## src/rtl/rh_status_reg.sv

```systemverilog
module rh_status_reg #(
  parameter int SYNC_STAGES = 2
) (
  input  logic        clk,
  input  logic        rst_n,
  input  logic        sel,
  input  logic        wr,
  input  logic [31:0] wdata,
  output logic [31:0] rdata,
  input  logic        ovc_pin,
  input  logic        no_ovc_prot,
  input  logic        ovc_prot_mode,
  input  logic        usb_reset,
  output logic        set_gpwr,
  output logic        clr_gpwr
);

  localparam int HIST = SYNC_STAGES + 1;

  logic [HIST-1:0] ovc_q;
  logic            wake_en;
  logic            ovc_chg;
  logic            wr_hit;
  logic            ovc_lvl;
  logic            ovc_evt;
  logic            unused_wbits;

  assign wr_hit  = sel & wr & ~usb_reset;
  assign ovc_lvl = ovc_q[SYNC_STAGES-1];
  assign ovc_evt = ovc_q[SYNC_STAGES-1] ^ ovc_q[SYNC_STAGES];

  always_ff @(posedge clk or negedge rst_n)
    if (!rst_n) ovc_q <= '0;
    else        ovc_q <= {ovc_q[HIST-2:0], ovc_pin};

  always_ff @(posedge clk or negedge rst_n)
    if (!rst_n)                    wake_en <= 1'b0;
    else if (usb_reset)            wake_en <= 1'b0;
    else if (wr_hit && wdata[31])  wake_en <= 1'b0;
    else if (wr_hit && wdata[15])  wake_en <= 1'b1;

  always_ff @(posedge clk or negedge rst_n)
    if (!rst_n)                    ovc_chg <= 1'b0;
    else if (usb_reset)            ovc_chg <= 1'b0;
    else if (ovc_evt)              ovc_chg <= 1'b1;
    else if (wr_hit && wdata[17])  ovc_chg <= 1'b0;

  assign set_gpwr = wr_hit & wdata[16] & ~wdata[0];
  assign clr_gpwr = wr_hit & wdata[0];

  assign rdata = usb_reset ? 32'h0 :
                 {14'h0, ovc_chg, 1'b0, wake_en, 13'h0,
                  ovc_lvl & ~no_ovc_prot & ~ovc_prot_mode, 1'b0};

  assign unused_wbits = ^{wdata[30:18], wdata[14:1]};

endmodule


```

## config.mk

```make
export PLATFORM = sky130hd
export DESIGN_NAME = rh_status_reg
export DESIGN_NICKNAME = d
export VERILOG_FILES = /design/src/rtl/rh_status_reg.sv
export SDC_FILE = /design/constraint.sdc
export NUM_CORES = 1
export LEC_CHECK = 0
export BUFFER_PORTS_ARGS = -buffer_cell sky130_fd_sc_hd__buf_2
export CAP_MARGIN = 5
export CORE_MARGIN = 1.5
export CORE_UTILIZATION = 28
export CTS_CLUSTER_SIZE = 10
export DETAILED_ROUTE_END_ITERATION = 8
export GPL_TIMING_DRIVEN = 0
export HOLD_SLACK_MARGIN = 0.02
export PLACE_DENSITY_LB_ADDON = 0.05
export SYNTH_ARGS = -nofsm -noshare
export SYNTH_HDL_FRONTEND = slang
export SYNTH_SLANG_ARGS = --single-unit
```

## constraint.sdc

```tcl
create_clock -name clk -period 1.3 [get_ports clk]
set_input_delay 0.13 -clock clk [delete_from_list [all_inputs] [get_ports clk]]
set_output_delay 0.13 -clock clk [all_outputs]
set_load 0.03 [all_outputs]
```

# After elaboration in Yosys (flattened, before gate mapping)

Cells that the tools add are included.

Muxes and demuxes: 7
Bitwise gates (word level): 12
Reduce and logical (&&, ||, !) cells: 5

Operators with widths:

| kind               | count |
|---|---|
| 2-to-1 mux 18 bit  | 1 |
| AND 1 bit          | 7 |
| 2-to-1 mux 1 bit   | 6 |
| nonzero test 3 bit | 2 |
| NOT 1 bit          | 4 |
| logical AND 1 bit  | 3 |
| XOR 1 bit          | 1 |

Register bits after elaboration: 5
Bits of input ports: 40

# Longest topological paths before layout

Gate-level depths: netlist of the first run.

Depth in word-level cells: 6
Mapped depth: 2

# Worst setup path after synthesis of the first run

OpenSTA, ideal clock, no wires.

Kind: reg-to-output
Start: register ovc_q[1]
End: output port rdata[1]
Data arrival time: 1.375 ns
Data required time: 1.170 ns
Setup slack: -0.205 ns
Stages on the path, launching flop included: 2
Buffers on the path: 0
Path through: dfrtp_1 nor4b_1

Cells in the longest elaborated chain, start to end: 3

RTL lines:

| item                     | RTL line | RTL |
|---|---|---|
| start: declaration       | 20       | `logic [HIST-1:0] ovc_q;` |
| start signal: assignment | 34       | `else ovc_q <= {ovc_q[HIST-2:0], ovc_pin};` |
| AND 1 bit (2 in series)  | 53       | `ovc_lvl & ~no_ovc_prot & ~ovc_prot_mode, 1'b0};` |
| 2-to-1 mux 18 bit        | 51       | `assign rdata = usb_reset ? 32'h0 :` |
| end: declaration         | 9        | `output logic [31:0] rdata,` |

No other way between the ends.

# Final worst setup path of the first run

Ends and elaborated chain as after synthesis.

==> impl_results.md, run 1 <==
- Root Driver: clkbuf_4
- RSZ-0062 raised after global routing: no
- Final Cell Area: between 600 and 700 µm²
- Count of cell types in the netlist: 13
- Non-Filler Instances: 112
- Placeable Area: roughly 1400 µm²
- Crit end category: primary output
- Setup-failing EPs final: 0
- Clock Tree Buf Depth: 2
- Placed cells: 106
- IO Pins: between 70 and 80
- Post-cts resize count: 0
- Tmin final: between 1 and 1.5 ns
- Leakage: approximately 0.43 nW
- Status: finished, final reports clean
- Starting Density: between 30% and 40%
- Via count: approximately 340
- Max-Cap Viols: 0
- Latest clock arrival within the worst-skew pair: 0.23 ns
- Slowest stage delay, CP: 0.37 ns
- CTS Sinks: 5
- Synth Instances: 46
- CTS tree: yes
- DRC: 0
- DRT antenna net count: 0
- Die footprint: roughly 1800 µm²
- Fin. Hold Viols: 0
- Power per cell area: about 850 nW/µm²
- Initial antenna violation count: 0
- CP bufs+invs: 1
- WL final: ~700 µm
- Synth warn: 0
- WL/cell: 6.277 µm
- Most frequent cells in the layout: 29 x buf_4, 29 x conb_1, 17 x buf_2, 5 x dfrtp_1, 3 x clkbuf_4
- Clk slew on worst S/H paths: about 0.04 ns
- Hold buffers post-CTS: 2
- Antenna cells: 0
- Crit-path max FO: 3
- Kind of critical path: reg -> out
- Gp weighted congestion: around 0.76
- Post-Route Skew: about 0.00058 ns
- Total GRT Usage: between 7 and 8%
- Num rows: 13
- Pre-antenna DRT Iters: 4
- Buffers added on ports: 17
- WHS: a little under 0.1 ns
- Pin count of the biggest net entering global routing: 8
- Area Overhead vs Synth: 60.58%
- Post-layout net count: around 140
- Critical Path RT: 1.17 ns
- Dpl cell area: 646.9 µm²
- Via density: about 3.1
- Die height: ~42 µm
- FILL cells: 143
- Slowest CP cell: dfrtp_1
- Peak supply drop: approximately 0.00044 V
- Core Util, Final: 50.73%
- Die W: approximately 42 µm
- Synth Register Bits: 5
- Arr. time, crit path: a little over 1 ns
- Number of post-CTS setup repair buffers: 0
- Startpoint Class: register
- Syn Area/Cell: between 9 and 10 µm²
- Htree depth: 1
- Maximum clock frequency: 864.6 MHz
- Layout cells sized above 1: between 50 and 60%
- GRT overflow: 0
- Sum Neg Setup Slack: 0 ns
- HP Class: in -> reg
- Estimated wirelength of the detail-placed design: between 600 and 700 µm
- Worst-path cell chain: nor4b_2 > buf_2
- Seq/Total Area, Yosys: 28.99%
- Vias in the first global route: approximately 250
- DRT iter0 DRCs: 1
- Fin crit share: between 80 and 90%
- Max-slew violation count: 0
- First-pass GRT wire length: just under 1000 µm
- TritonCTS Buffers: 3
- Mapped cell area: 431.7 µm²
- CP top delay family: flip-flops
-- metrics by stage --
step	setup slack [ns]	power, mW
2_1_floorplan	0.2202	0.3749
3_3_place_gp	0.4000	0.4083
3_5_place_dp	0.3734	0.4097
4_1_cts	0.1200	0.5953
5_1_grt	0.08979	0.6202
6_report	0.1434	0.5872
-- cells in the mapped netlist --
library cell	n	area share (%)
nor4b_1	1	2.0
nor2b_1	2	2.9
nand2_1	1	0.87
nand3_1	1	1.2
buf_4	29	50
nor4b_2	1	3.5
a31oi_1	1	1.5
nor3b_1	1	1.7
o2bb2ai_1	1	2.0
dfrtp_1	5	29
a311oi_1	1	2.0
conb_1	1	0.87
xnor2_1	1	2.0
-- kinds of logic after synthesis --
kind of cell | after synthesis | synth area share (%)
buffers and inverters | 29 | 50.44
AND/OR/NAND/NOR | 7 | 12.17
flip-flops | 5 | 28.99
AO/OA/AOI/OAI | 3 | 5.509
XOR/XNOR | 1 | 2.029
other | 1 | 0.8687
-- final timing paths --
kind	startpoint	cells past startpoint	end	slack, ns
min in group asynchronous	rst_n	2	ovc_q[2]	0.23
hold reg to reg	ovc_q[0]	0	ovc_q[1]	0.35
setup / recovery	ovc_q[1]	2	rdata[1]	0.14
hold / removal	wdata[31]	2	wake_en	0.1
max in group asynchronous	rst_n	2	ovc_chg	0.95
setup reg to reg	ovc_q[1]	2	ovc_chg	0.55
-- state kept, by name (all words and copies together) (netlist names) --
name and cells:
ovc_chg 1, ovc_q 3, wake_en 1
-- final cells by class --
| type | count | area (µm²) | share of cell area (%) |
|---|---|---|---|
| Buffer | 29 | 217.7 | 31.41 |
| Clock buffer | 4 | 26.28 | 3.791 |
| Multi-Input combinational cell | 40 | 200.2 | 28.88 |
| Sequential cell | 5 | 125.1 | 18.05 |
| Tap cell | 15 | 18.77 | 2.708 |
| Timing Repair Buffer | 19 | 105.1 | 15.16 |
-- where the power goes --
| group | switching (mW) | internal, mW | total [mW] | leakage [nW] |
|---|---|---|---|---|
| combinational | 0.153 | 0.0901 | 0.243 | 0.353 |
| sequential | 0.00362 | 0.166 | 0.170 | 0.0609 |
| clock | 0.0583 | 0.116 | 0.174 | 0.0150 |
-- metal layers --
metal / track usage [%] / share of wire [%]
met1: 7.532 / 34
met2: 12.62 / 54
met3: 3.017 / 12
met4: 3.750 / 0
met5: 0 / 0
-- worst reg2reg max path: stages (launching register included) --
cell and delay (ns):
dfrtp_1 0.39, xnor2_1 0.15, o2bb2ai_1 0.09
No activity file was read; power rests on OpenSTA's default activity.
==> inputs of run 2 (changes only) <==
--- a/config.mk
+++ b/config.mk
@@ -14,6 +14,7 @@
 export GPL_TIMING_DRIVEN = 0
 export HOLD_SLACK_MARGIN = 0.02
 export PLACE_DENSITY_LB_ADDON = 0.05
+export REMOVE_ABC_BUFFERS = 1
 export SYNTH_ARGS = -nofsm -noshare
 export SYNTH_HDL_FRONTEND = slang
 export SYNTH_SLANG_ARGS = --single-unit
==> run 2 against run 1 <==
Clock power is essentially flat; critical endpoint unchanged; non-clock buffer count shrank 29; fmax fell by 3.2%; sequential share of layout area up 8.6 points; sequential power about the same; setup slack worse by 0.039 ns; sequential cell count is the same; power shrank 12%; register-to-register slack got worse by 0.02 ns; highest routed layer unchanged.
==> impl_results.md, run 2 (synthesis gave the netlist of run 1 again) <==
- TritonCTS Buffers: 3
- Total GRT Usage: 7.257%
- IO Pins: 74
- Worst setup path start: ovc_q[1]
- Root Driver: clkbuf_4
- HP Class: in -> reg
- Slowest CP cell: dfrtp_1
- Buffers added on ports: 17
- Post-layout net count: around 110
- Pin count of the biggest net entering global routing: 8
- Switching Share: around 39%
- Placeable Area: around 1400 µm²
- Largest Register: ovc_q
- Crit-path max FO: 3
- Largest register FFs: 3
- Max-Cap Viols: 0
- Layout cells sized above 1: 30.88%
- Antenna cells: 0
- Maximum clock frequency: 836.6 MHz
- Fin crit share: between 90% and 100%
- Clock share of power: approximately 34%
- Net Sw Power: roughly 200 µW
- Die height: between 40 and 50 µm
- Dpl cell area: around 420 µm²
- Fin. Hold Viols: 0
- CTS tree: yes
- FILL cells: 150
- Peak supply drop: 0.0004762 V
- DRT iter0 DRCs: 0
- Latest clock arrival within the worst-skew pair: approximately 0.23 ns
- WL final: 600 µm
- Pre-antenna DRT Iters: 1
- Largest registers: ovc_q x3, ovc_chg x1, wake_en x1
- Gp weighted congestion: ~0.59
- Die W: 42.27 µm
- Critical Path RT: approximately 1.2 ns
- CTS Sinks: 5
- Num rows: 13
- Worst Hold Launch: wdata[31]
- Starting Density: 31.59%
- Area Overhead vs Synth: 8.696%
- WL/cell: roughly 7.2 µm
- DRT antenna net count: 0
- First-pass GRT wire length: ~960 µm
- Startpoint Class: register
- Arr. time, crit path: approximately 1.1 ns
- Internal power: roughly 310 µW
- Flop pwr share: between 30% and 40%
- Vias in the first global route: approximately 250
- Kind of critical path: reg -> out
- Sum Neg Setup Slack: 0 ns
- Setup-failing EPs final: 0
- Most frequent cells in the layout: 29 x conb_1, 17 x buf_2, 5 x dfrtp_1, 3 x clkbuf_4
- RR Startpoint: ovc_q[1]
- Initial antenna violation count: 0
- GRT overflow: 0
- Power per cell area: 1101 nW/µm²
- Clock Tree Buf Depth: 2
- Via count: between 200 and 300
- RSZ-0062 raised after global routing: no
- Post-cts resize count: 0
- Final Cell Area: roughly 470 µm²
- Htree depth: 1
- Commonest non-fill, non-tap cell in the layout: conb_1
- Status: finished, final reports clean
- Die footprint: about 1800 µm²
- Via density: 3.578
- Clk slew on worst S/H paths: about 0.04 ns
- Crit end category: primary output
- Worst-path cell chain: nor4b_1 > buf_2
- Tmin final: roughly 1.2 ns
- Slowest stage delay, CP: 0.37 ns
- Post-Route Skew: between 0.0007 and 0.0008 ns
- Max-slew violation count: 0
- Logic pwr share: 33.6%
- DRC: 0
- Leakage: ~0.27 nW
[run 2: worst paths after layout]
check                                 to  slack (ns)  cells past startpoint
worst max-delay path            rdata[1]        0.10                      2
min in group asynchronous        ovc_chg        0.24                      2
worst min-delay path             wake_en        0.10                      2
max in group asynchronous       ovc_q[2]        0.94                      2
worst max register to register   ovc_chg        0.53                      2
worst min register to register  ovc_q[1]        0.35                      0
[run 2: metal layers]
| layer | vias up | global-route usage [%] | wire [µm] |
|---|---|---|---|
| met5 | - | 0 | 0 |
| met4 | 0 | 7.500 | 0 |
| met3 | 0 | 1.293 | 89 |
| met2 | 35 | 12.62 | 279 |
| met1 | 126 | 6.789 | 231 |
| li1 | 136 | - | - |
[run 2: area by class of cell]
type	instances	area, µm²	area share (%)
Clock buffer	4	26.28	5.600
Timing Repair Buffer	19	105.1	22.40
Tap cell	15	18.77	4.000
Multi-Input combinational cell	40	193.9	41.33
Sequential cell	5	125.1	26.67
[run 2: stage by stage]
step	power (mW)	hold WS [ns]	util [%]	setup slack, ns	std cells
after floorplan	0.3066	-0.1656	-	-0.2052	45
after global placement	0.3400	-0.05124	30.95	0.3489	77
after detailed placement	0.3406	-0.05105	30.95	0.3467	77
after CTS	0.5270	0.09744	34.34	0.08708	83
after global routing	0.5536	0.1179	34.34	0.006443	83
final	0.5164	0.1025	34.34	0.1046	83
[run 2: power by group through the flow]
stage	Sequential [mW]	Combinational (mW)	Clock, mW
after floorplan	0.171	0.136	0
after global placement	0.172	0.168	0
after detailed placement	0.172	0.168	0
after CTS	0.170	0.173	0.184
after global routing	0.170	0.184	0.200
final	0.170	0.173	0.173
[run 2: worst max-delay path, delay by kind of cell, from the launching register on]
kind | cells | cell delay [ns]
buf+inv | 1 | 0.24
flops | 1 | 0.37
simple gates | 1 | 0.22
[run 2: timing repair]
action / 4_1_cts / 5_1_grt
hold endpoints to repair: 6 / 0
setup buffers: 0 / 0
hold buffers: 2 / 0
==> inputs of run 3 (changes only) <==
--- a/config.mk
+++ b/config.mk
@@ -5,10 +5,11 @@
 export SDC_FILE = /design/constraint.sdc
 export NUM_CORES = 1
 export LEC_CHECK = 0
+export ABC_AREA = 1
 export BUFFER_PORTS_ARGS = -buffer_cell sky130_fd_sc_hd__buf_2
 export CAP_MARGIN = 5
 export CORE_MARGIN = 1.5
-export CORE_UTILIZATION = 28
+export CORE_UTILIZATION = 29
 export CTS_CLUSTER_SIZE = 10
 export DETAILED_ROUTE_END_ITERATION = 8
 export GPL_TIMING_DRIVEN = 0
==> run 3 against run 2 <==
Design area rose by 5.9%; worst hold slack improved by 0.052 ns; sequential share of layout area fell by 1.5 points; sequential power about the same; global-route usage hardly changed; sequential cell count unchanged; first-iteration DRC count is 2 higher; largest power group is now clock.
==> impl_results.md, run 3 <==
- RR Startpoint: ovc_q[1]
- Xor and xnor area share after synthesis: 0%
- Commonest non-fill, non-tap cell in the layout: conb_1
- Die footprint: between 1500 and 2000 µm²
- WHS: between 0.15 and 0.2 ns
- Area leader, netlist: buf_4
- Die height: 42.74 µm
- Vias in the first global route: around 250
- Tmin final: 1.122 ns
- Area share of fa/ha/maj cells after synthesis: 0%
- Largest register FFs: 3
- Hold path endpoint: wake_en
- EDFF count, synth: 0
- Internal power: approximately 310 µW
- Main combinational cell family by area after synthesis: buffers and inverters
- Via density: ~3.5
- WL/cell: between 6 and 7 µm
- Fin. Hold Viols: 0
- Area Overhead vs Synth: 8.470%
- Number of post-CTS setup repair buffers: 0
- Die W: around 43 µm
- Startpoint Class: register
- Crit end category: primary output
- Seq/Total Area, Yosys: between 20% and 30%
- Estimated wirelength of the detail-placed design: between 500 and 600 µm
- RSZ-0062 raised after global routing: no
- TritonCTS Buffers: 3
- Antenna cells: 0
- Synth Register Bits: 5
- Maximum clock frequency: 891.3 MHz
- Pre-antenna DRT Iters: 2
- Total GRT Usage: 7.237%
- Async SR Flop Fraction: 100.0%
- Top_reg_cell synth: dfrtp_1
- Sum Neg Setup Slack: 0 ns
- Pin count of the biggest net entering global routing: 6
- CTS Sinks: 5
- GRT overflow: 0
- HP Class: in -> reg
- Peak supply drop: between 0.0004 and 0.0005 V
- DRT iter0 DRCs: 2
- Clk slew on worst S/H paths: approximately 0.050 ns
- FILL cells: 174
- DRT antenna net count: 0
- Root Driver: clkbuf_4
- Syn Area/Cell: 8.034 µm²
- Mux contribution to synthesized area: 0%
- Final Cell Area: between 400 and 500 µm²
- Most numerous cell in the Yosys netlist: buf_4
- Top post-synthesis cells by count: 29 x buf_4, 5 x dfrtp_1, 5 x nand2_1
- Count of cell types in the netlist: 13
- Clock share of power: between 30% and 40%
- Status: finished, final reports clean
- Kind of critical path: reg -> out
- DRC: 0
- Placeable Area: roughly 1500 µm²
- Post-layout net count: 120
- Most frequent cells in the layout: 29 x conb_1, 17 x buf_2, 5 x nand2_1, 5 x dfrtp_1, 4 x inv_1
- Starting Density: a little under a third
- Max-slew violation count: 0
- Post-Route Skew: between 0.002 and 0.0025 ns
- Largest Register: ovc_q
- Net Sw Power: ~220 µW
- Layout cells sized above 1: a little under a third
- Logic pwr share: 33.3%
- WHS Path Cells: 3
- Worst Hold Launch: wdata[15]
- Worst r2r dst: ovc_chg
- Mapped cell area: 457.9 µm²
- WL final: 602 µm
- Latest clock arrival within the worst-skew pair: ~0.24 ns
- IO Pins: 74
- Dpl cell area: roughly 450 µm²
- Htree depth: 1
- Main area contributors after synthesis: buf_4 48%, dfrtp_1 27%, nand2_1 4.1%, nand3_1 3.3%, inv_1 3.3%
- Arr. time, crit path: between 0.9 and 1 ns
- Synth Area in Simple Gates: approximately 16%
- Total power: between 500 and 600 µW
- Flop pwr share: about a third
- Max-Cap Viols: 0
- Leakage: between 0.3 and 0.4 nW
- Setup-failing EPs final: 0
- CTS tree: yes
- First-pass GRT wire length: 931 µm
- Initial antenna violation count: 0
- Critical Path RT: roughly 1.2 ns
- Power per cell area: approximately 1100 nW/µm²
- Worst-case reg-to-reg path depth: 2
- Fin crit share: a little under nine tenths
- Buffers added on ports: 17
- Synth warn: 0
- Synth Instances: 57
- Via count: 331
- Clock Tree Buf Depth: 2
- Crit-path max FO: 4
- Compound-gate portion of the synthesized area: 4.098%
- Switching Share: around 41%
- Post-synth top area share: 47.54%
- Reg2reg setup slack: about 0.58 ns
- Num rows: 14
- Largest registers: ovc_q x3, ovc_chg x1, wake_en x1
- Gp weighted congestion: 0.5768
-- run 3: how the worst max path moves through the flow --
stage | startpoint | endpoint | slack, ns | depth (start not counted)
floorplan | ovc_q[1] | rdata[1] | 0.36 | 2
global placement | ovc_q[1] | rdata[1] | 0.43 | 3
detailed placement | ovc_q[1] | rdata[1] | 0.43 | 3
CTS | ovc_q[1] | rdata[1] | 0.16 | 3
global route | ovc_q[1] | rdata[1] | 0.11 | 3
finish | ovc_q[1] | rdata[1] | 0.18 | 3
-- run 3: power groups by stage --
stage	combinational, mW	sequential [mW]	clock, mW
after floorplan	0.139	0.170	0
after global placement	0.171	0.171	0
after detailed placement	0.171	0.171	0
after CTS	0.176	0.168	0.191
after global routing	0.189	0.169	0.200
final	0.176	0.168	0.182
-- run 3: cells by family after synthesis --
family	after synthesis
simple gates	14
buf+inv	34
other cells	1
flops	5
compound gates	3
-- run 3: layout make-up --
type / count / area [µm²] / share of cell area, %
inverters: 5 / 18.77 / 3.778
clock buffers: 4 / 26.28 / 5.290
flip-flops and latches: 5 / 125.1 / 25.19
well taps: 16 / 20.02 / 4.030
repair buffers: 19 / 105.1 / 21.16
multi-input cells: 46 / 201.4 / 40.55
-- run 3: through the flow --
step,worst slack (ns),util [%],cells
3_5_place_dp,0.4296,30.25,89
6_report,0.1781,33.36,95
3_3_place_gp,0.4319,30.25,89
5_1_grt,0.1105,33.36,95
4_1_cts,0.1620,33.36,95
2_1_floorplan,0.3606,-,56
-- run 3: metal layers --
| layer | vias to the layer above | wire length (µm) | global-route usage, % |
|---|---|---|---|
| met1 | 143 | 209 | 7.143 |
| li1 | 162 | - | - |
| met2 | 26 | 315 | 11.21 |
| met3 | 0 | 77 | 5.106 |
| met4 | 0 | 0 | 3.750 |
| met5 | - | 0 | 0 |
-- run 3: timing repair --
item	in CTS	in global routing
hold buffers	2	0
hold endpoints to repair	6	0
gates resized for setup	0	0
-- run 3: critical path, stage by stage, from the launching register on --
cell and delay [ns]:
dfrtp_1 0.37, nand2_1 0.08, nor3_2 0.09, buf_2 0.21
